==> config.mk <==
export PLATFORM = sky130hd
export DESIGN_NAME = tp_serializer
export DESIGN_NICKNAME = d
export VERILOG_FILES = /design/src/rtl/tp_pkg.sv /design/src/rtl/tp_beat_calc.sv /design/src/rtl/tp_shifter.sv /design/src/rtl/tp_ctrl.sv /design/src/rtl/tp_serializer.sv
export SDC_FILE = /design/constraint.sdc
export NUM_CORES = 1
export LEC_CHECK = 0
export BUFFER_PORTS_ARGS = -buffer_cell sky130_fd_sc_hd__buf_2
export CORE_MARGIN = 3
export CORE_UTILIZATION = 52
export DETAILED_ROUTE_END_ITERATION = 16
export GPL_TIMING_DRIVEN = 0
export PLACE_DENSITY = 0.84
export REMOVE_ABC_BUFFERS = 1
export SLEW_MARGIN = 20
export SYNTH_ARGS = -nofsm -noshare
export SYNTH_HDL_FRONTEND = slang
export SYNTH_HIERARCHICAL = 1
export SYNTH_SLANG_ARGS = --single-unit
==> constraint.sdc <==
create_clock -name clk_i -period 5.5 [get_ports clk_i]
set_clock_uncertainty 0.05 [all_clocks]
set_input_delay 1.1 -clock clk_i [delete_from_list [all_inputs] [get_ports clk_i]]
set_output_delay 1.1 -clock clk_i [all_outputs]
set_load 0.02 [all_outputs]
==> src/rtl/tp_pkg.sv <==
package tp_pkg;
  typedef enum logic [1:0] {SZ_8 = 2'd0, SZ_16 = 2'd1, SZ_32 = 2'd2, SZ_64 = 2'd3} size_e;
  typedef enum logic [1:0] {PW_2 = 2'd0, PW_4 = 2'd1, PW_8 = 2'd2, PW_16 = 2'd3} width_e;
endpackage

==> src/rtl/tp_beat_calc.sv <==
module tp_beat_calc
  import tp_pkg::*;
#(
  parameter int HDR_W  = 24,
  parameter int DMIN_W = 8,
  parameter int PMIN_W = 2,
  parameter int LEN_W  = 7
) (
  input  size_e              size_i,
  input  width_e             width_i,
  output logic [LEN_W-1:0]   len_o,
  output logic [LEN_W-1:0]   beats_o
);
  localparam int PMIN_SH = $clog2(PMIN_W);

  logic [LEN_W:0] rnd_up;

  // header plus data of DMIN_W << size
  assign len_o   = LEN_W'(HDR_W) + (LEN_W'(DMIN_W) << size_i);
  // ceil(len / width), with the width a power of two
  assign rnd_up  = {1'b0, len_o} + (((LEN_W+1)'(PMIN_W)) << width_i) - (LEN_W+1)'(1);
  assign beats_o = LEN_W'(rnd_up >> (PMIN_SH + int'(width_i)));
endmodule

==> src/rtl/tp_shifter.sv <==
module tp_shifter
  import tp_pkg::*;
#(
  parameter int PKT_W  = 88,
  parameter int OUT_W  = 16,
  parameter int PMIN_W = 2,
  parameter int NW     = 4,
  parameter int LEN_W  = 7
) (
  input  logic             clk_i,
  input  logic             rst_ni,
  input  logic             load_i,
  input  logic             shift_i,
  input  logic [PKT_W-1:0] pkt_i,
  input  logic [LEN_W-1:0] len_i,
  input  width_e           width_i,
  output logic [OUT_W-1:0] data_o
);
  logic [PKT_W-1:0] sreg_q;
  logic [PKT_W-1:0] keep_mask;
  width_e           width_q;
  logic [OUT_W-1:0] lane [NW];

  // keep the top len_i bits only; the rest become padding zeros
  assign keep_mask = ~({PKT_W{1'b1}} >> len_i);

  always_ff @(posedge clk_i or negedge rst_ni) begin
    if (!rst_ni) begin
      sreg_q  <= '0;
      width_q <= PW_2;
    end else if (load_i) begin
      sreg_q  <= pkt_i & keep_mask;
      width_q <= width_i;
    end else if (shift_i) begin
      sreg_q  <= sreg_q << (PMIN_W << width_q);
    end
  end

  for (genvar k = 0; k < NW; k++) begin : g_lane
    assign lane[k] = OUT_W'(sreg_q[PKT_W-1 -: (PMIN_W << k)]);
  end

  assign data_o = lane[width_q];

  // the width in use holds for the whole packet
  a_r9_width_hold: assert property (@(posedge clk_i) disable iff (!rst_ni)
    (shift_i && !load_i) |=> $stable(width_q));

  // lines above the active width stay low
  a_r6_upper_zero: assert property (@(posedge clk_i) disable iff (!rst_ni)
    (32'(data_o) >> (PMIN_W << width_q)) == 32'd0);
endmodule

==> src/rtl/tp_ctrl.sv <==
module tp_ctrl #(
  parameter int CNT_W = 7
) (
  input  logic             clk_i,
  input  logic             rst_ni,
  input  logic             in_valid_i,
  input  logic [CNT_W-1:0] beats_i,
  output logic             ready_o,
  output logic             load_o,
  output logic             busy_o,
  output logic             frame_o,
  output logic             last_o
);
  logic             busy_q, first_q;
  logic [CNT_W-1:0] cnt_q;

  assign last_o  = busy_q && (cnt_q == '0);
  assign ready_o = !busy_q || last_o;
  assign load_o  = in_valid_i && ready_o;
  assign busy_o  = busy_q;
  assign frame_o = busy_q && first_q;

  always_ff @(posedge clk_i or negedge rst_ni) begin
    if (!rst_ni) begin
      busy_q  <= 1'b0;
      first_q <= 1'b0;
      cnt_q   <= '0;
    end else if (load_o) begin
      busy_q  <= 1'b1;
      first_q <= 1'b1;
      cnt_q   <= beats_i - CNT_W'(1);
    end else if (busy_q) begin
      first_q <= 1'b0;
      if (last_o) busy_q <= 1'b0;
      else        cnt_q  <= cnt_q - CNT_W'(1);
    end
  end

  // a packet taken on the last beat starts next cycle
  a_r10_back_to_back: assert property (@(posedge clk_i) disable iff (!rst_ni)
    (last_o && in_valid_i) |=> (busy_o && frame_o));

  // a packet's beats are contiguous
  a_r3_contiguous: assert property (@(posedge clk_i) disable iff (!rst_ni)
    (busy_o && !last_o) |=> (busy_o && !frame_o));

  // every packet has at least two beats, so frames never repeat
  a_r7_single_frame: assert property (@(posedge clk_i) disable iff (!rst_ni)
    frame_o |=> !frame_o);
endmodule

==> src/rtl/tp_serializer.sv <==
module tp_serializer
  import tp_pkg::*;
#(
  parameter int HDR_W  = 24,
  parameter int DMIN_W = 8,
  parameter int PMIN_W = 2,
  parameter int NW     = 4,
  localparam int PKT_W = HDR_W + (DMIN_W << (NW - 1)),
  localparam int OUT_W = PMIN_W << (NW - 1)
) (
  input  logic             clk_i,
  input  logic             rst_ni,
  input  logic [1:0]       width_i,
  input  logic             in_valid_i,
  output logic             in_ready_o,
  input  logic [1:0]       in_size_i,
  input  logic [PKT_W-1:0] in_pkt_i,
  output logic             out_valid_o,
  output logic             out_frame_o,
  output logic [OUT_W-1:0] out_data_o
);
  localparam int LEN_W = $clog2(PKT_W + 1);

  logic [LEN_W-1:0] len, beats;
  logic             load, busy, last;

  tp_beat_calc #(.HDR_W(HDR_W), .DMIN_W(DMIN_W), .PMIN_W(PMIN_W), .LEN_W(LEN_W)) calc_i (
    .size_i  (size_e'(in_size_i)),
    .width_i (width_e'(width_i)),
    .len_o   (len),
    .beats_o (beats)
  );

  tp_ctrl #(.CNT_W(LEN_W)) ctrl_i (
    .clk_i      (clk_i),
    .rst_ni     (rst_ni),
    .in_valid_i (in_valid_i),
    .beats_i    (beats),
    .ready_o    (in_ready_o),
    .load_o     (load),
    .busy_o     (busy),
    .frame_o    (out_frame_o),
    .last_o     (last)
  );

  tp_shifter #(.PKT_W(PKT_W), .OUT_W(OUT_W), .PMIN_W(PMIN_W), .NW(NW), .LEN_W(LEN_W)) shift_i (
    .clk_i   (clk_i),
    .rst_ni  (rst_ni),
    .load_i  (load),
    .shift_i (busy),
    .pkt_i   (in_pkt_i),
    .len_i   (len),
    .width_i (width_e'(width_i)),
    .data_o  (out_data_o)
  );

  assign out_valid_o = busy;

  // the register drains to zero by the end of every packet
  a_r11_idle_zero: assert property (@(posedge clk_i) disable iff (!rst_ni)
    !out_valid_o |-> (out_data_o == '0));

  // the input is closed in the middle of a packet
  a_r8_ready_mid: assert property (@(posedge clk_i) disable iff (!rst_ni)
    (out_valid_o && !last) |-> !in_ready_o);
endmodule

== Yosys cells after proc, flatten, opt, wreduce, memory -nomap -nowiden ==
Index checks and enable logic that the tools add are counted.
W data, S select, Z words.

* $add $sub $neg: 6
* $lt $le $gt $ge: 1
* Eq/ne operators: 1
* Shift operators: 6
* Muxes and demuxes: 13
* Bitwise gates (word level): 3
* Reductions and logical operators: 8

{| class="wikitable"
|+ Operators with widths
! kind !! count
|-
| $mux W88 || 2
|-
| $and A88 B88 Y88 || 1
|-
| $not A88 Y88 || 1
|-
| $shl A88 B32 Y88 || 1
|-
| $shr A88 B7 Y88 const A || 1
|-
| $bmux W16 S2 || 1
|-
| $mux W16 || 2
|-
| $shl A2 B2 Y32 const A || 1
|-
| $shr A8 B32 Y7 || 1
|-
| $mux W7 || 3
|-
| $sub A7 B1 Y7 const B || 2
|-
| $add A7 B8 Y8 || 1
|-
| $shl A2 B2 Y8 const A || 1
|-
| $sub A8 B1 Y8 const B || 1
|-
| $add A6 B7 Y7 const A || 1
|-
| $logic_not A7 Y1 || 1
|-
| $shl A4 B2 Y7 const A || 1
|-
| $mux W1 || 5
|-
| $add A1 B2 Y3 const A || 1
|-
| $ge A3 B3 Y1 const B || 1
|-
| $logic_and A1 B1 Y1 || 3
|-
| $not A2 Y3 || 1
|-
| $ne A2 B1 Y1 const B || 1
|-
| $reduce_and A2 Y1 || 1
|-
| 3 further kinds || 3
|}

* Register bits: 99
* Output and inout port bits: 19
* Word-level logic and storage cells: 43

== Longest topological paths before layout ==
* Depth in word-level cells: 7
* Mapped depth: 15
* Gate-level depth less buffers: 15

== Modules after synthesis ==
Netlist, hierarchy kept.

{| class="wikitable"
|+ Modules (own cells, without submodules)
! module !! times used !! cells each !! area an instance (um^2) !! seq. area each (um^2)
|-
| tp_shifter || 1 || 1006 || 8657.1 || 2252.2
|-
| tp_ctrl || 1 || 85 || 716.9 || 225.2
|-
| tp_beat_calc || 1 || 54 || 370.4 || 0.0
|}

== Least setup slack after synthesis ==
Ideal clock, no wire load.

* Path type: input to register
* From: in width_i[0]
* To: reg ctrl_i.cnt_q[6]
* Setup time: 0.126 ns
* Arrival time: 3.817 ns
* Data required time: 5.324 ns
* Slack: 1.507 ns
* Cell stages on the path: 14
* Buffers on the path: 1
* Cell sequence: clkbuf_1 > nand2b_1 > ha_1 > inv_1 > fa_1 > xor2_1 > nand2b_1 > a31oi_1 > mux2i_1 > ha_1 > and3_1 > a32oi_1 > xnor2_1 > a221o_1

* Cells in the longest elaborated chain, start to end: 6
* Elaborated cells between the ends (all ways): 7

{| class="wikitable"
|+ RTL lines
! element !! RTL line !! RTL
|-
| from (decl) || tp_serializer.sv:13 || <nowiki>input logic [1:0] width_i,</nowiki>
|-
| $shl A2 B2 Y8 || tp_beat_calc.sv:21 || <nowiki>assign rnd_up = {1'b0, len_o} + (((LEN_W+1)'(PMIN_W)) << width_i) - (LEN_W+1)'(1);</nowiki>
|-
| $add A7 B8 Y8 || tp_beat_calc.sv:21 ||
|-
| $sub A8 B1 Y8 || tp_beat_calc.sv:21 ||
|-
| $shr A8 B32 Y7 (*) || tp_beat_calc.sv:22 || <nowiki>assign beats_o = LEN_W'(rnd_up >> (PMIN_SH + int'(width_i)));</nowiki>
|-
| net beats[1] || tp_serializer.sv:24 || <nowiki>logic [LEN_W-1:0] len, beats;</nowiki>
|-
| $sub A7 B1 Y7 (*) || tp_ctrl.sv:31 || <nowiki>cnt_q <= beats_i - CNT_W'(1);</nowiki>
|-
| $mux W7 (*) || tp_ctrl.sv:28 || <nowiki>end else if (load_o) begin</nowiki>
|-
| to (signal assigned) || tp_ctrl.sv:31 ||
|-
| to (signal assigned) || tp_ctrl.sv:35 || <nowiki>else cnt_q <= cnt_q - CNT_W'(1);</nowiki>
|-
| to (decl) || tp_ctrl.sv:15 || <nowiki>logic [CNT_W-1:0] cnt_q;</nowiki>
|}

Mark *: on every way through the listed nets, which the timed path passes. The rest lies on a longest branch.
A chain may end at the register's enable or synchronous reset.

== Worst setup path after layout ==
* From: in in_size_i[1]
* To: reg shift_i.sreg_q[38]

* Cells in the longest elaborated chain, start to end: 6

{| class="wikitable"
|+ RTL lines
! element !! RTL line !! RTL
|-
| from (decl) || tp_serializer.sv:16 || <nowiki>input logic [1:0] in_size_i,</nowiki>
|-
| $shl A4 B2 Y7 || tp_beat_calc.sv:19 || <nowiki>assign len_o = LEN_W'(HDR_W) + (LEN_W'(DMIN_W) << size_i);</nowiki>
|-
| $add A6 B7 Y7 || tp_beat_calc.sv:19 ||
|-
| net len[5] || tp_serializer.sv:24 ||
|-
| $shr A88 B7 Y88 || tp_shifter.sv:25 || <nowiki>assign keep_mask = ~({PKT_W{1'b1}} >> len_i);</nowiki>
|-
| $not A88 Y88 || tp_shifter.sv:25 ||
|-
| $and A88 B88 Y88 || tp_shifter.sv:32 || <nowiki>sreg_q <= pkt_i & keep_mask;</nowiki>
|-
| $mux W88 || tp_shifter.sv:31 || <nowiki>end else if (load_i) begin</nowiki>
|-
| to (signal assigned) || tp_shifter.sv:32 ||
|-
| to (signal assigned) || tp_shifter.sv:35 || <nowiki>sreg_q <= sreg_q << (PMIN_W << width_q);</nowiki>
|-
| to (decl) || tp_shifter.sv:19 || <nowiki>logic [PKT_W-1:0] sreg_q;</nowiki>
|}

The timed path passes the listed nets, and every way through them passes these cells.

==> results.yml <==
clock_tree:
  cts_tree: "built"
  cts_root_buf: "clkbuf_16"
  cts_buffers: 9
  cts.clk_slew.worst_paths_ns: 0.08
  postCtsHoldBufs: 0
  clock_latency_ns: 0.36
  clock-sinks: 99
  cts_resized: 0
  cts_max_level: 3
  clk_path_buf_depth: 2
  post-cts-setup-buffer-count: 0
sta:
  setup_viol: 0
  rsz0062_at_grt: "no"
  max_freq_ghz: 0.204
  drv_slew: 0
  worstMarginPinSlew_ns: 1.17
  max_slew_margin: 0.219
  final_hold_viol_count: 0
  min_period_over_period: 0.891
  holdWs_ns: 0.472
  min_period_ns: 4.90
global_route:
  antenna_found_initial: 0
  track_usage: 0.331
  grt_start_max_net_pins: 67
  grt_overflow: 0
  grt_pass1_vias: 9616
  grt_pass1_wl_um: 53100
worst_setup_path:
  max_stage_delay_ns: 0.97
  worst_ep_arrival_time_ns: 5.12
  worst-path-buf-inv: 2
  critPathKind: "primary input to flop"
  worstPathRequired_ns: 5.72
  cp_slowest_cell: "o21a_1"
  start_kind: "primary input"
  worstPathMaxFanout: 29
  end_kind: "flop"
  cp_top_family: "compound AO/OA/AOI/OAI gates"
  crit_chain: "buf_2 -> nand2_1 -> inv_1 -> o21a_1 -> o211ai_1 -> nand3_1 -> o22ai_1 -> a311oi_1"
finish:
  mostFrequentLayoutCells: "154 x nand2_1, 115 x mux2i_1, 112 x buf_2"
  nNetsFinal: 1276
  final_common_cell: "nand2_1"
  fill_cells: 1550
  multiInputGateArea_sq_mm: 0.00674
  seqCellArea_sq_mm: 0.00248
  drive_gt1_frac: 0.206
  layout.cells.non_filler: 1405
  syn_to_final_growth_pct: 9.51
  fin_util: 0.586
  diodes: 0
synthesis:
  synth_area_sq_mm: 0.00974
  synth.avg_cell_area_sq_um: 8.51
  synth_warnings: 6
  syn_inst: 1144
routing:
  wire_per_inst_um: 24.4
  vias: 10300
  firstDrtPassIters: 6
  ant_nets: 0
  wl_um: 34300
  vias_per_cell: 7.33
  drt_iter0_markers: 1820
  drc: 0
placed_design:
  io_buffers: 113
  dp.cells: 1389
  gp_congestion: 0.986
  hpwlAfterDp_um: 23800
hold_path:
  worstHoldPathType: "flop to flop"
floorplan:
  die_y_um: 143
  rows: 49
  core_sq_mm: 0.0182
  die_area_sq_mm: 0.0204
  die_w_um: 143
  initial_utilization: 0.535
  ios: 114
pwr:
  leakagePower_nw: 4.45
  p_clk_frac: 0.115
  power.total_mw: 6.36
  vdd_drop_max_mv: 0.373
  intPower_mw: 3.27
  switching_power_mw: 3.09
  sequentialPowerShare: 0.233
  power_density_mw_per_mm2: 596
  combPwrFrac: 0.653
  switching_share: 0.486
run:
  maxCapViolations: 0
outcome:
  status: "completed"
stage by stage:
stage          setup slack (ns)  cell area, sq um  TNS [ns]
6_report                  0.597             10700         0
5_1_grt                   0.412             10700         0
4_1_cts                   0.806             10700         0
3_5_place_dp              0.412             10300         0
3_3_place_gp              -2.88             10100   -121.11
2_1_floorplan             0.216              9220         0
final timing paths:
path	from	cells past startpoint	end	slack, ns
worst min-delay path	ctrl_i/first_q$_DFFE_PN0P_	2	ctrl_i/first_q$_DFFE_PN0P_	0.47
worst max register to register	ctrl_i/cnt_q[2]$_DFFE_PN0P_	10	shift_i/sreg_q[49]$_DFFE_PN0P_	0.71
max in group asynchronous	rst_ni	2	shift_i/sreg_q[22]$_DFFE_PN0P_	4.14
worst min register to register	ctrl_i/first_q$_DFFE_PN0P_	2	ctrl_i/first_q$_DFFE_PN0P_	0.47
worst max-delay path	in_size_i[1]	8	shift_i/sreg_q[38]$_DFFE_PN0P_	0.60
min in group asynchronous	rst_ni	1	shift_i/sreg_q[18]$_DFFE_PN0P_	0.58
area by class of cell:
cell class | count | area share
Inverter | 19 | 0.00681
Tap cell | 229 | 0.0269
Clock inverter | 6 | 0.00833
Clock buffer | 10 | 0.0224
Multi-Input combinational cell | 921 | 0.632
Sequential cell | 99 | 0.232
Timing Repair Buffer | 121 | 0.0715
routing by layer:
metal / GRT usage / part of all wire
met5: 0 / 0
met4: 0.191 / 0.064
met3: 0.0717 / 0.13
met2: 0.497 / 0.44
met1: 0.444 / 0.36
worst reg2reg max path, cell delays in order, from the launching register on:
cell	delay, ns
dfrtp_1	0.45
or4_4	0.58
o41ai_4	0.62
nand2_1	0.19
clkinv_2	0.32
buf_12	0.29
clkinv_1	0.42
nand2_1	0.88
nor2_1	0.37
a221oi_1	0.36
o21ai_0	0.13
flip-flops by register name (all words and copies together) (netlist names):
register / count
shift_i/sreg_q: 88
ctrl_i/busy_o: 1
shift_i/width_q: 2
ctrl_i/cnt_q: 7
ctrl_i/first_q: 1
power by group through the flow:
stage / registers, mW / clock network (mW) / logic (mW)
floorplan: 1.31 / 0 / 3.12
global placement: 1.44 / 0 / 3.97
detailed placement: 1.46 / 0 / 4.00
CTS: 1.45 / 0.725 / 4.02
global route: 1.51 / 0.756 / 4.41
finish: 1.48 / 0.730 / 4.15
(Power assumes the default switching activity.)
